`src/rtl/hilo_pkg.sv`:
```
package hilo_pkg;

  typedef enum logic [2:0] {
    OP_NONE = 3'd0,
    OP_MULS = 3'd1,
    OP_MULU = 3'd2,
    OP_DIVS = 3'd3,
    OP_DIVU = 3'd4,
    OP_RDHI = 3'd5,
    OP_RDLO = 3'd6,
    OP_RSVD = 3'd7
  } hilo_op_e;

  typedef enum logic [1:0] {
    ST_IDLE = 2'd0,
    ST_RUN  = 2'd1,
    ST_FIX  = 2'd2
  } hilo_state_e;

endpackage

```
`src/rtl/hilo_sign_prep.sv`:
```
// Reduces operands to magnitudes and decides which result words need negating.
module hilo_sign_prep #(
  parameter int W = 32
) (
  input  logic [W-1:0] a,
  input  logic [W-1:0] b,
  input  logic         is_signed,
  input  logic         is_div,
  output logic [W-1:0] a_mag,
  output logic [W-1:0] b_mag,
  output logic         neg_main,
  output logic         neg_rem
);
  logic a_neg, b_neg, b_zero;

  assign a_neg  = is_signed & a[W-1];
  assign b_neg  = is_signed & b[W-1];
  assign b_zero = (b == '0);

  assign a_mag = a_neg ? -a : a;
  assign b_mag = b_neg ? -b : b;

  // product/quotient sign; a zero divisor keeps the all-ones quotient as is
  assign neg_main = is_div ? ((a_neg ^ b_neg) & ~b_zero) : (a_neg ^ b_neg);
  // remainder follows the dividend (also yields Hi = dividend on divide by zero)
  assign neg_rem  = is_div & a_neg;
endmodule

```
`src/rtl/hilo_iter_step.sv`:
```
// One bit of shift-add multiply or restoring divide on the shared Hi:Lo register.
module hilo_iter_step #(
  parameter int W = 32
) (
  input  logic [2*W-1:0] acc,
  input  logic [W-1:0]   opnd,
  input  logic           is_div,
  output logic [2*W-1:0] acc_nxt
);
  localparam int W2 = 2 * W;

  logic [W:0]    mul_sum;
  logic [W2:0]   mul_cat;
  logic [W2-1:0] mul_nxt;
  logic [W:0]    div_top;
  logic [W:0]    div_diff;
  logic [W-1:0]  div_low;
  logic [W2-1:0] div_nxt;

  // multiply: conditionally add multiplicand to Hi, then shift Hi:Lo right
  always_comb begin
    mul_sum = {1'b0, acc[W2-1:W]} + (acc[0] ? {1'b0, opnd} : {(W+1){1'b0}});
    mul_cat = {mul_sum, acc[W-1:0]};
    mul_nxt = mul_cat[W2:1];
  end

  // divide: shift Hi:Lo left, trial-subtract divisor from Hi, keep if non-negative
  always_comb begin
    div_top  = acc[W2-1:W-1];
    div_low  = {acc[W-2:0], 1'b0};
    div_diff = div_top - {1'b0, opnd};
    if (div_diff[W]) div_nxt = {div_top[W-1:0], div_low};
    else             div_nxt = {div_diff[W-1:0], div_low[W-1:1], 1'b1};
  end

  assign acc_nxt = is_div ? div_nxt : mul_nxt;
endmodule

```
`src/rtl/hilo_seq_ctrl.sv`:
```
// Sequencer: idle -> WIDTH iteration cycles -> one sign fix-up cycle -> idle.
module hilo_seq_ctrl
  import hilo_pkg::*;
#(
  parameter int W = 32
) (
  input  logic clk,
  input  logic rst_n,
  input  logic start,
  output logic in_run,
  output logic in_fix,
  output logic busy
);
  localparam int CW = (W > 2) ? $clog2(W) : 1;
  localparam logic [CW-1:0] LAST = CW'(W - 1);

  hilo_state_e   state_q, state_d;
  logic [CW-1:0] cnt_q, cnt_d;
  logic          cnt_en;

  always_comb begin
    state_d = state_q;
    cnt_d   = cnt_q;
    cnt_en  = 1'b0;
    case (state_q)
      ST_IDLE: if (start) begin
        state_d = ST_RUN;
        cnt_d   = '0;
        cnt_en  = 1'b1;
      end
      ST_RUN: begin
        cnt_en = 1'b1;
        cnt_d  = cnt_q + 1'b1;
        if (cnt_q == LAST) state_d = ST_FIX;
      end
      ST_FIX:  state_d = ST_IDLE;
      default: state_d = ST_IDLE;
    endcase
  end

  always_ff @(posedge clk or negedge rst_n) begin
    if (!rst_n) state_q <= ST_IDLE;
    else        state_q <= state_d;
  end

  always_ff @(posedge clk or negedge rst_n) begin
    if (!rst_n)      cnt_q <= '0;
    else if (cnt_en) cnt_q <= cnt_d;
  end

  assign in_run = (state_q == ST_RUN);
  assign in_fix = (state_q == ST_FIX);
  assign busy   = (state_q != ST_IDLE);
endmodule

```
`src/rtl/hilo_muldiv_unit.sv`:
```
module hilo_muldiv_unit
  import hilo_pkg::*;
#(
  parameter int WIDTH = 32
) (
  input  logic             clk,
  input  logic             rst_n,
  input  logic [2:0]       op,
  input  logic [WIDTH-1:0] opa,
  input  logic [WIDTH-1:0] opb,
  output logic [WIDTH-1:0] rd_data,
  output logic             rd_valid,
  output logic             busy
);
  localparam int W2 = 2 * WIDTH;

  hilo_op_e op_e;
  logic is_arith, is_div_op, is_signed_op, start;
  logic in_run, in_fix;

  logic [W2-1:0]    acc_q, acc_d, step_out;
  logic [WIDTH-1:0] opnd_q;
  logic             div_q, neg_main_q, neg_rem_q;
  logic             acc_en;
  logic [WIDTH-1:0] hi_q, lo_q;
  logic [WIDTH-1:0] a_mag, b_mag;
  logic             neg_main, neg_rem;

  assign op_e         = hilo_op_e'(op);
  assign is_arith     = (op_e == OP_MULS) || (op_e == OP_MULU) ||
                        (op_e == OP_DIVS) || (op_e == OP_DIVU);
  assign is_div_op    = (op_e == OP_DIVS) || (op_e == OP_DIVU);
  assign is_signed_op = (op_e == OP_MULS) || (op_e == OP_DIVS);
  assign start        = is_arith && !busy;

  hilo_seq_ctrl #(.W(WIDTH)) u_ctrl (
    .clk    (clk),
    .rst_n  (rst_n),
    .start  (start),
    .in_run (in_run),
    .in_fix (in_fix),
    .busy   (busy)
  );

  hilo_sign_prep #(.W(WIDTH)) u_prep (
    .a         (opa),
    .b         (opb),
    .is_signed (is_signed_op),
    .is_div    (is_div_op),
    .a_mag     (a_mag),
    .b_mag     (b_mag),
    .neg_main  (neg_main),
    .neg_rem   (neg_rem)
  );

  hilo_iter_step #(.W(WIDTH)) u_step (
    .acc     (acc_q),
    .opnd    (opnd_q),
    .is_div  (div_q),
    .acc_nxt (step_out)
  );

  // Hi:Lo next value
  always_comb begin
    acc_d  = acc_q;
    acc_en = 1'b0;
    if (start) begin
      acc_en = 1'b1;
      if (is_div_op) acc_d = {{WIDTH{1'b0}}, a_mag};
      else           acc_d = {{WIDTH{1'b0}}, b_mag};
    end else if (in_run) begin
      acc_en = 1'b1;
      acc_d  = step_out;
    end else if (in_fix) begin
      acc_en = 1'b1;
      if (div_q) begin
        acc_d[W2-1:WIDTH] = neg_rem_q  ? -acc_q[W2-1:WIDTH] : acc_q[W2-1:WIDTH];
        acc_d[WIDTH-1:0]  = neg_main_q ? -acc_q[WIDTH-1:0]  : acc_q[WIDTH-1:0];
      end else begin
        acc_d = neg_main_q ? -acc_q : acc_q;
      end
    end
  end

  always_ff @(posedge clk or negedge rst_n) begin
    if (!rst_n)      acc_q <= '0;
    else if (acc_en) acc_q <= acc_d;
  end

  // per-command context captured when a command is taken
  always_ff @(posedge clk or negedge rst_n) begin
    if (!rst_n) begin
      opnd_q     <= '0;
      div_q      <= 1'b0;
      neg_main_q <= 1'b0;
      neg_rem_q  <= 1'b0;
    end else if (start) begin
      opnd_q     <= is_div_op ? b_mag : a_mag;
      div_q      <= is_div_op;
      neg_main_q <= neg_main;
      neg_rem_q  <= neg_rem;
    end
  end

  assign hi_q = acc_q[W2-1:WIDTH];
  assign lo_q = acc_q[WIDTH-1:0];

  // read path
  always_comb begin
    rd_valid = 1'b0;
    rd_data  = '0;
    if (!busy) begin
      if (op_e == OP_RDHI) begin
        rd_valid = 1'b1;
        rd_data  = hi_q;
      end else if (op_e == OP_RDLO) begin
        rd_valid = 1'b1;
        rd_data  = lo_q;
      end
    end
  end
endmodule

```
`config.mk`:
```
export PLATFORM = sky130hd
export DESIGN_NAME = hilo_muldiv_unit
export DESIGN_NICKNAME = d
export VERILOG_FILES = /design/src/rtl/hilo_pkg.sv /design/src/rtl/hilo_sign_prep.sv /design/src/rtl/hilo_iter_step.sv /design/src/rtl/hilo_seq_ctrl.sv /design/src/rtl/hilo_muldiv_unit.sv
export SDC_FILE = /design/constraint.sdc
export NUM_CORES = 1
export LEC_CHECK = 0
export BUFFER_PORTS_ARGS = -buffer_cell sky130_fd_sc_hd__buf_4
export CAP_MARGIN = 20
export CORE_ASPECT_RATIO = 1.2
export CORE_MARGIN = 1.5
export CORE_UTILIZATION = 45
export CTS_CLUSTER_SIZE = 12
export DETAILED_ROUTE_END_ITERATION = 10
export GPL_TIMING_DRIVEN = 0
export PLACE_DENSITY = 0.73
export SETUP_SLACK_MARGIN = 0.02
export SYNTH_ARGS = -nofsm -noshare
export SYNTH_HDL_FRONTEND = slang
export SYNTH_SLANG_ARGS = --single-unit
```
`constraint.sdc`:
```
create_clock -name clk -period 3.2 [get_ports clk]
set_input_delay 0.16 -clock clk [delete_from_list [all_inputs] [get_ports clk]]
set_output_delay 0.16 -clock clk [all_outputs]
set_load 0.02 [all_outputs]
```
# Yosys cells after proc, flatten, opt, wreduce, memory -nomap -nowiden

Index checks and enable logic that the tools add are counted.

Bits of input ports: 69
Bits in latches: 0
Memories kept: 0
Memory bits (writable): 0
Word-level logic and storage cells: 83
Register bits after elaboration: 106
Memory bits (read-only): 0
Output and inout bits: 34

Magnitude comparators: 0
Bitwise operators: 6
Equality and inequality tests: 12
Reductions and logical operators: 18
Multiply operators: 0
$add $sub $neg: 8
Div/mod/pow operators: 0
Shift operators: 0
Mux-type cells: 31

Operators by type and width:

| kind                                                                     | number |
|---|---|
| 64-bit 2-to-1 mux                                                        | 7 |
| 32-bit 2-to-1 mux                                                        | 10 |
| 32-bit negation                                                          | 4 |
| 64-bit negation                                                          | 1 |
| 32-bit by 33-bit adder with 33-bit output                                | 1 |
| 33-bit by 32-bit subtractor with 33-bit output                           | 1 |
| 32-bit logical NOT                                                       | 1 |
| 5-bit one-hot mux with 2 select lines                                    | 1 |
| 3-bit equality test (second input constant)                              | 3 |
| 1-bit 2-to-1 mux                                                         | 8 |
| 3-bit by 2-bit equality test with 1-bit output (second input constant)   | 2 |
| 3-bit AND reduction                                                      | 2 |
| 3-bit nonzero test                                                       | 2 |
| 5-bit by 1-bit adder with 5-bit output (second input constant)           | 1 |
| 5-bit equality test (second input constant)                              | 1 |
| 1-bit logical OR                                                         | 5 |
| 5-bit 2-to-1 mux                                                         | 1 |
| 1-bit AND                                                                | 4 |
| 2-bit 2-to-1 mux                                                         | 2 |
| 4-bit by 3-bit inequality test with 1-bit output (second input constant) | 1 |
| 2-bit one-hot mux with 2 select lines                                    | 1 |
| 4-bit AND reduction                                                      | 1 |
| 2-bit nonzero test                                                       | 2 |
| 4-bit nonzero test                                                       | 1 |
| 12 further kinds                                                         | 12 |

# Depth between registers and ports, before layout

Gate-level depths: netlist of the first run.

Depth after elaboration: 8
Depth in mapped cells: 14

# By module

Synthesis of the first run repeated with hierarchy kept, for this count alone.

Cells, all modules: 1825
Area total of the unflattened synthesis: 13381.6 um^2

By module, submodules not included:

| module           | cells each | area each (um^2) | instances |
|---|---|---|---|
| hilo_muldiv_unit | 893        | 6815.3           | 1 |
| hilo_iter_step   | 688        | 4820.9           | 1 |
| hilo_sign_prep   | 214        | 1398.8           | 1 |
| hilo_seq_ctrl    | 30         | 346.6            | 1 |

# Worst setup path before layout of the first run

Ideal clock, no wire load.

Path type: register to register
Start point: reg acc_q[31]
End point: reg acc_q[59]
Cell stages (with the launch flop): 14
Setup slack: -0.170 ns
Setup time: 0.140 ns
Arrival: 3.229 ns
Required time: 3.060 ns
Cell sequence: dfrtp_1 -> inv_1 -> ha_1 -> fa_1 -> nand2b_1 -> a21oi_1 -> o41a_1 -> a21oi_1 -> o41ai_2 -> o41ai_2 -> nor2_2 -> buf_2 -> mux2i_1 -> o211ai_1

Word-level cells in the longest chain between the ends: 6
Elaborated cells between the ends (all ways): 9
Classes of those cells: 2 x add/sub; 7 x mux

RTL lines:

| element                  | line                   | text |
|---|---|---|
| start: declaration       | hilo_muldiv_unit.sv:21 | `logic [W2-1:0] acc_q, acc_d, step_out;` |
| start signal: assignment | hilo_muldiv_unit.sv:86 | `if (!rst_n) acc_q <= '0;` |
| start signal: assignment | hilo_muldiv_unit.sv:87 | `else if (acc_en) acc_q <= acc_d;` |
| 64-bit negation          | hilo_muldiv_unit.sv:80 | `acc_d = neg_main_q ? -acc_q : acc_q;` |
| 64-bit 2-to-1 mux        | hilo_muldiv_unit.sv:80 |  |
| 64-bit 2-to-1 mux        | hilo_muldiv_unit.sv:76 | `if (div_q) begin` |
| 64-bit 2-to-1 mux        | hilo_muldiv_unit.sv:74 | `end else if (in_fix) begin` |
| 64-bit 2-to-1 mux (*)    | hilo_muldiv_unit.sv:71 | `end else if (in_run) begin` |
| 64-bit 2-to-1 mux (*)    | hilo_muldiv_unit.sv:67 | `if (start) begin` |

Every way passes the cells marked *; elsewhere a longest branch is shown, timed or not. The select of a mux whose other input is x is not followed.
A chain may end at the register's enable or synchronous reset.

# Worst setup path after layout of the first run

Start point: reg opnd_q[0]
End point: reg acc_q[36]

Word-level cells in the longest chain between the ends: 5
Elaborated cells between the ends (all ways): 7
Classes of those cells: 2 x add/sub; 5 x mux

RTL lines:

| element                                                                             | line                                       | text |
|---|---|---|
| start: declaration                                                                  | hilo_muldiv_unit.sv:22                     | `logic [WIDTH-1:0] opnd_q;` |
| start signal: assignment                                                            | hilo_muldiv_unit.sv:98                     | `opnd_q <= is_div_op ? b_mag : a_mag;` |
| 32-bit 2-to-1 mux or 33-bit by 32-bit subtractor with 33-bit output (tied branches) | hilo_iter_step.sv:22, hilo_iter_step.sv:31 |  |
| 32-bit by 33-bit adder with 33-bit output or 64-bit 2-to-1 mux (tied branches)      | hilo_iter_step.sv:22, hilo_iter_step.sv:32 |  |
| 64-bit 2-to-1 mux (*)                                                               | hilo_iter_step.sv:36                       | `assign acc_nxt = is_div ? div_nxt : mul_nxt;` |
| 64-bit 2-to-1 mux (*)                                                               | hilo_muldiv_unit.sv:71                     |  |
| 64-bit 2-to-1 mux (*)                                                               | hilo_muldiv_unit.sv:67                     |  |

Every way passes the cells marked *; elsewhere a longest branch is shown, timed or not.

==> run metrics, run 1 <==
CTS tree=built; share of layout cells above drive strength 1=0.231; Final Skew=0.0111 ns; number of port buffers=approximately 100; vias per inst=6.56; HP Class=in -> reg; num rows=67; total gr overflow=0; final setup fails=34; final worst setup slack=-0.305 ns; CP endpoint kind=register; final net count=~2100; hold depth=3; Area contributors post-synth=dfrtp_1 21%, ha_1 7.2%, a21oi_1 6.7%; Top FF cell, synth=dfrtp_1; All-Layer GR Usage=0.349; routed wire length per instance=23.4 um; hold_sp=opb[0]; Slew HR=0.370; Post-Syn Nets=1890; min Tclk post-route=3.51 ns; Core Box Area=about 0.028 mm2; Crit path depth=16; H-tree levels=3; Reg2Reg Depth=16; largest net degree at the start of global routing=66; Synth top cells by count=205 x nand2_1, 184 x nor2_1, 169 x a21oi_1; cell with the most instances after synthesis=nand2_1; CTS Buffer Depth=2; die width=between 150 and 200 um; P_sw=11.0 mW; via count=15300; Post-Route Utilization=0.586; Synth Cell Area=0.0127 mm2; clock sinks=between 100 and 150; failing checks=negative setup slack; family with the most delay on the worst path=compound AO/OA/AOI/OAI gates; #FFs+latches synth=roughly 110; sequential share of power=0.143; sw frac=0.542; Die H=187 um; DP HPWL=between 40 and 50 mm; Worst Path Arrival=3.73 ns; Hold Fails Final Rpt=0; top cell type's share of synthesized area=0.209; Crit path buffers/inverters=5; vias in the first global route=14100; Reg clk slew, reported paths=0.08 ns; reg-to-reg endpoint=acc_q[36]$_DFFE_PN0P_; post-route DRC violation count=0; actual slew at the worst max-slew pin=approximately 0.95 ns; Routed WL=54.5 mm; CP startpoint kind=register; run status=complete, but fails checks; cell internal pwr=just over 9 mW; cell count after synthesis=1746; Met2 Wirelength=around 25 mm; ANT nets after route=0; ANT cells=0; Logic pwr share=0.796; Reg2Reg Setup Slack=-0.31 ns; hold endpoint=opnd_q[0]$_DFFE_PN0P_; Max Cap Violations=0; first-pass detailed-route iteration total=7; Worst path max stage delay=between 0.4 and 0.5 ns; WP data required=~3.4 ns; Yosys top cell by area=dfrtp_1; Post-synth EDFFs=0; DRT met1 WL=around 20 mm; Synth Area per Inst=7.28 um2; Worst-Skew Late Latency=0.37 ns; WS Path Type=reg -> reg; first-pass GRT wire length=78.7 mm; crit path max-delay cell type=dfrtp_1; VDD IR max=0.512 mV; leakage=6.80 nW; Worst R2R Start=opnd_q[0]$_DFFE_PN0P_; Placer Congestion=between 1 and 1.5; Yosys Warn Count=0; fin crit share=1.10; RSZ-0062 raised after global routing=yes; fin. max-slew vios=0; Root Driver=clkbuf_16; pwr dens=about 1200 mW/mm2; ys async rst share=1.00; met3 WL=about 5.1 mm; Initial Util=0.456; DRT iter0 DRCs=1767; sequential-to-total area share from yosys stat=0.209; max frequency=0.285 GHz; clock network power share=0.061; highest routed layer=met5; Die ar.=slightly below 0.03 mm2; worst-path maximum fanout=5; hold_ws=roughly 0.077 ns; synthesis-to-layout area growth=28.4%; Distinct cells, synth=82; IO Pins=103; crit-path cells=buf_6 -> ha_4 -> fa_2 -> nand2b_4 -> a21oi_4 -> o41a_1 -> a21oi_4 -> o41ai_4 -> buf_4 -> o41ai_4 -> buf_4 -> nor2_4 -> buf_12 -> buf_12 -> mux2i_1 -> o21ai_1; Fill cells=2576; TritonCTS Buffers=9; initial antenna violation count=1
## registers in the layout, summed over array words and instances (netlist names)
| signal | count |
|---|---|
| acc_q | 64 |
| opnd_q | 32 |
| u_ctrl.cnt_q | 5 |
| u_ctrl.state_q | 2 |
| div_q | 1 |
| neg_main_q | 1 |
| neg_rem_q | 1 |
## placed cells by master, fill, tap and decap left out, types with 22 or more instances in the layout
cell type  Yosys  layout
clkbuf_1     105      81
dfrtp_2        0      22
o211ai_1      24      24
nand3_1       25      23
dfrtp_1      106      84
buf_4          0     177
xor2_1        66      66
ha_1          73      51
inv_1         73      62
nor3_1        50      42
a21oi_1      169     149
a21o_1        26      26
nor2_1       184     180
nand2_1      205     200
mux2i_1       37      35
xnor2_1       61      59
o21ai_1        2      24
o21ai_0      117      88
## worst max path at each step
stage                          startpoint  slack, ns                    end
finish              opnd_q[0]$_DFFE_PN0P_      -0.31  acc_q[36]$_DFFE_PN0P_
floorplan           acc_q[40]$_DFFE_PN0P_       0.03  acc_q[43]$_DFFE_PN0P_
detailed placement   acc_q[0]$_DFFE_PN0P_      -1.15  acc_q[62]$_DFFE_PN0P_
global route        opnd_q[0]$_DFFE_PN0P_      -0.42  acc_q[36]$_DFFE_PN0P_
global placement     acc_q[0]$_DFFE_PN0P_      -1.14  acc_q[62]$_DFFE_PN0P_
CTS                 acc_q[31]$_DFFE_PN0P_      -0.23  acc_q[43]$_DFFE_PN0P_
## power by group through the flow
stage	clock network [mW]	logic (mW)	registers, mW
global placement	0	11.6	2.73
finish	1.24	16.1	2.89
CTS	1.21	13.4	2.76
floorplan	0	8.58	2.42
detailed placement	0	11.7	2.75
global route	1.26	16.9	2.93
## tightest hold or removal path, stage by stage
cell and delay, ns:
buf_4 0.12, a222oi_1 0.07, inv_1 0.05
## logic make-up (layout without fill, tap and decap cells)
kind of cell	after synthesis	in the layout	share of synthesized area
xor gates and xnor gates	127	127	0.0876
buffers and inverters	193	400	0.0588
and+or+nand+nor	616	616	0.227
AOI/OAI and AO/OA	578	578	0.301
DFF	106	106	0.209
adders and majority gates	75	75	0.0750
muxes	51	51	0.0416
## cell type report
cell class	instances	area [um2]	area share
clock inverter	7	81.3	0.00498
tap	379	474	0.0291
multi-input combinational	1447	10300	0.634
timing repair buffer	203	1710	0.105
inverter	74	285	0.0175
clock buffer	9	225	0.0138
buffer	107	517	0.0317
sequential	106	2680	0.164
## metal layers
metal / vias to the layer above / GRT usage
li1: 6821 / -
met1: 7169 / 0.418
met2: 1006 / 0.581
met3: 295 / 0.0443
met4: 2 / 0.236
met5: - / 0
## per-stage QoR
stage	setup TNS [ns]	cells	power (mW)	area [um2]	setup slack [ns]
5_1_grt	-7.58	2332	21.1	16300	-0.416
2_1_floorplan	0	1746	11.0	12800	0.0335
3_5_place_dp	-31.77	2229	14.5	14100	-1.15
4_1_cts	-3.35	2292	17.4	15300	-0.229
3_3_place_gp	-30.49	2227	14.3	14000	-1.14
6_report	-4.76	2332	20.2	16300	-0.305
## what timing repair did
action	CTS	global route
hold buffers	1	0
setup buffers	53	44
gates resized for setup	145	152
endpoints found under the hold margin	41	0
setup endpoints to repair	43	77
pin swaps	52	75
cloned	0	3
Power figures use the tool's default switching activity.
==> inputs of run 2 (changes only) <==
Settings changed: CTS_CLUSTER_SIZE 12 to default, PLACE_DENSITY 0.73 to 0.63, SETUP_SLACK_MARGIN 0.02 to default.
==> run 2 against run 1 <==
The run still ends with negative setup slack left. Worst setup slack gained 0.019 ns. Hold slack gained 0.013 ns. Sequential share of layout area grew 0.41 points. Register-to-register slack gained 0.02 ns. Critical path depth shrank 1.
==> run metrics, run 2 (same netlist as run 1, synthesis figures left out) <==
DRT iter0 DRCs=1349 (-24%); Initial Util=0.456 (unchanged); Worst Path Arrival=3.80 ns (+0.07 ns); DP HPWL=41.3 mm (+2.7%); RSZ-0062 raised after global routing=yes; share of layout cells above drive strength 1=0.205 (-0.0263); Placer Congestion=0.965 (-5.8%); final setup fails=31 (-8.8%); WS Path Type=reg -> reg; clock sinks=106 (unchanged); dpl ws=-1.09 ns (+0.0541 ns); Post-Route Utilization=0.571 (-0.0151); routed wire length per instance=23.4 um (-0.11%); WP data required=3.51 ns (+0.09 ns); Worst path max stage delay=0.43 ns (about the same); via count=14700 (-3.6%); hold_sp=opb[0]; failing checks=negative setup slack; die width=156 um (unchanged); Reg clk slew, reported paths=0.08 ns (about the same); max frequency=0.287 GHz (+0.54%); Max Cap Violations=0 (unchanged); All-Layer GR Usage=0.363 (+0.0136); leakage=6.63 nW (-2.5%); Die ar.=0.0293 mm2 (unchanged); CTS tree=built; CP startpoint kind=register; number of flip-flops in the largest register=64 (unchanged); worst-path maximum fanout=4 (-1); total gr overflow=0 (unchanged); hold depth=3 (unchanged); CTS Buffer Depth=2 (unchanged); Core Box Area=0.0278 mm2 (unchanged); synthesis-to-layout area growth=25.1%; cell internal pwr=8.85 mW (-4.3%); multi-input logic area=0.0102 mm2 (-1.5%); IO Pins=103 (unchanged); hold endpoint=opnd_q[0]$_DFFE_PN0P_; ANT nets after route=0 (unchanged); largest net degree at the start of global routing=66 (unchanged); post-route DRC violation count=0 (unchanged); fin. max-slew vios=0 (unchanged); vias per inst=6.38 (-2.7%); crit path max-delay cell type=or4_4; final net count=2069 (-1.1%); HP Class=in -> reg; Logic pwr share=0.798 (+0.002); Root Driver=clkbuf_16; actual slew at the worst max-slew pin=1.08 ns (+0.139 ns); crit-path cells=inv_4 -> ha_4 -> fa_2 -> nand2b_4 -> a21oi_4 -> o41a_1 -> a21oi_4 -> o41ai_4 -> buf_4 -> o41ai_4 -> buf_4 -> buf_8 -> or4_4 -> a211o_1 -> a21oi_2; pwr dens=1230 mW/mm2 (-0.57%); P_sw=10.7 mW (-2.2%); Largest regs=acc_q: 64 flops, opnd_q: 32 flops, u_ctrl.cnt_q: 5 flops; first-pass detailed-route iteration total=9 (+2); number of port buffers=102 (unchanged); Worst R2R Start=acc_q[31]$_DFFE_PN0P_; commonest cells after routing, fill and taps aside=203 x nand2_1, 181 x nor2_1, 159 x buf_4, 150 x a21oi_1, 92 x o21ai_0; fin crit share=1.09 (-0.00585); Fill cells=2716 (+5.4%); Die H=187 um (unchanged); TritonCTS Buffers=9 (unchanged); Reg2Reg Depth=15 (-1); first-pass GRT wire length=80.5 mm (+2.4%); sw frac=0.548 (+0.00539); VDD IR max=0.512 mV (about the same); ANT cells=0 (unchanged); Slew HR=0.273 (-0.0966); Routed WL=53.9 mm (-1.1%); initial antenna violation count=0 (-1); H-tree levels=3 (unchanged); CP endpoint kind=register; clock network power share=0.059 (-0.002); vias in the first global route=14000 (-0.65%); largest reg by FF count=acc_q; most common cell after layout, fill and taps aside=nand2_1; Hold Fails Final Rpt=0 (unchanged); Tot Pwr=19.6 mW (-3.1%); Worst-Skew Late Latency=0.39 ns (+0.02 ns); num rows=67 (unchanged); Reg2Reg Setup Slack=-0.29 ns (+0.02 ns); final worst setup slack=-0.287 ns (+0.0187 ns); reg-to-reg endpoint=acc_q[43]$_DFFE_PN0P_; sequential share of power=0.143 (about the same); Reg area=0.00268 mm2 (-0.14%); run status=complete, but fails checks; Final Skew=0.0127 ns (+0.00165 ns); min Tclk post-route=3.49 ns (-0.0187 ns)
[run 2: timing repair]
| action | CTS | global route |
|---|---|---|
| resized for setup | 140 | 124 |
| buffers inserted | 46 | 34 |
| endpoints found under the setup margin | 45 | 76 |
| hold buffers | 1 | 0 |
| cloned | 1 | 2 |
| hold endpoints to repair | 41 | 0 |
| pin swaps | 46 | 51 |
[run 2: power by group through the flow]
stage          Combinational [mW]  Sequential (mW)  Clock (mW)
4_1_cts                      13.9             2.72        1.15
2_1_floorplan                8.57             2.42           0
3_3_place_gp                 11.8             2.72           0
5_1_grt                      16.6             2.85        1.19
3_5_place_dp                 11.8             2.74           0
6_report                     15.6             2.79        1.16
[run 2: worst max path at each step]
stage	from	to	slack (ns)	cells past startpoint
after detailed placement	acc_q[0]$_DFFE_PN0P_	acc_q[63]$_DFFE_PN0P_	-1.09	13
after global placement	acc_q[0]$_DFFE_PN0P_	acc_q[63]$_DFFE_PN0P_	-1.11	13
after floorplan	acc_q[40]$_DFFE_PN0P_	acc_q[47]$_DFFE_PN0P_	0.007	11
final	acc_q[31]$_DFFE_PN0P_	acc_q[43]$_DFFE_PN0P_	-0.29	15
after global routing	opnd_q[9]$_DFFE_PN0P_	acc_q[43]$_DFFE_PN0P_	-0.38	14
after CTS	acc_q[31]$_DFFE_PN0P_	acc_q[43]$_DFFE_PN0P_	-0.30	15
[run 2: final cells by class]
class / count / area share
buffer: 106 / 0.0301
clock buffer: 10 / 0.0144
tap: 379 / 0.0298
sequential: 106 / 0.168
multi-input combinational: 1447 / 0.641
clock inverter: 6 / 0.00299
timing repair buffer: 181 / 0.0956
inverter: 74 / 0.0179
[run 2: per-layer routing]
metal	GRT usage	vias to the layer above	wire length (um)
met5	0	-	0
met4	0.237	0	3610
met3	0.0361	186	3510
met2	0.603	791	25400
met1	0.444	6955	21400
li1	-	6804	-
[run 2: stage by stage]
step | instance area, um2 | TNS, ns | instances | hold WS [ns]
floorplan | 12800 | 0 | 1746 | -0.136
detailed placement | 14000 | -36.05 | 2228 | 0.128
global placement | 14000 | -34.95 | 2227 | 0.436
CTS | 15300 | -6.42 | 2288 | 0.0639
finish | 15900 | -5.30 | 2309 | 0.0902
global route | 15900 | -8.08 | 2309 | 0.0859
[run 2: worst max-delay path: cells and delay by family (launching register included)]
kind,cells,cell delay [ns]
DFF,1,0.40
AOI/OAI and AO/OA,7,1.30
buffers and inverters,4,0.60
and+or+nand+nor,2,0.60
adders and majority gates,2,0.50
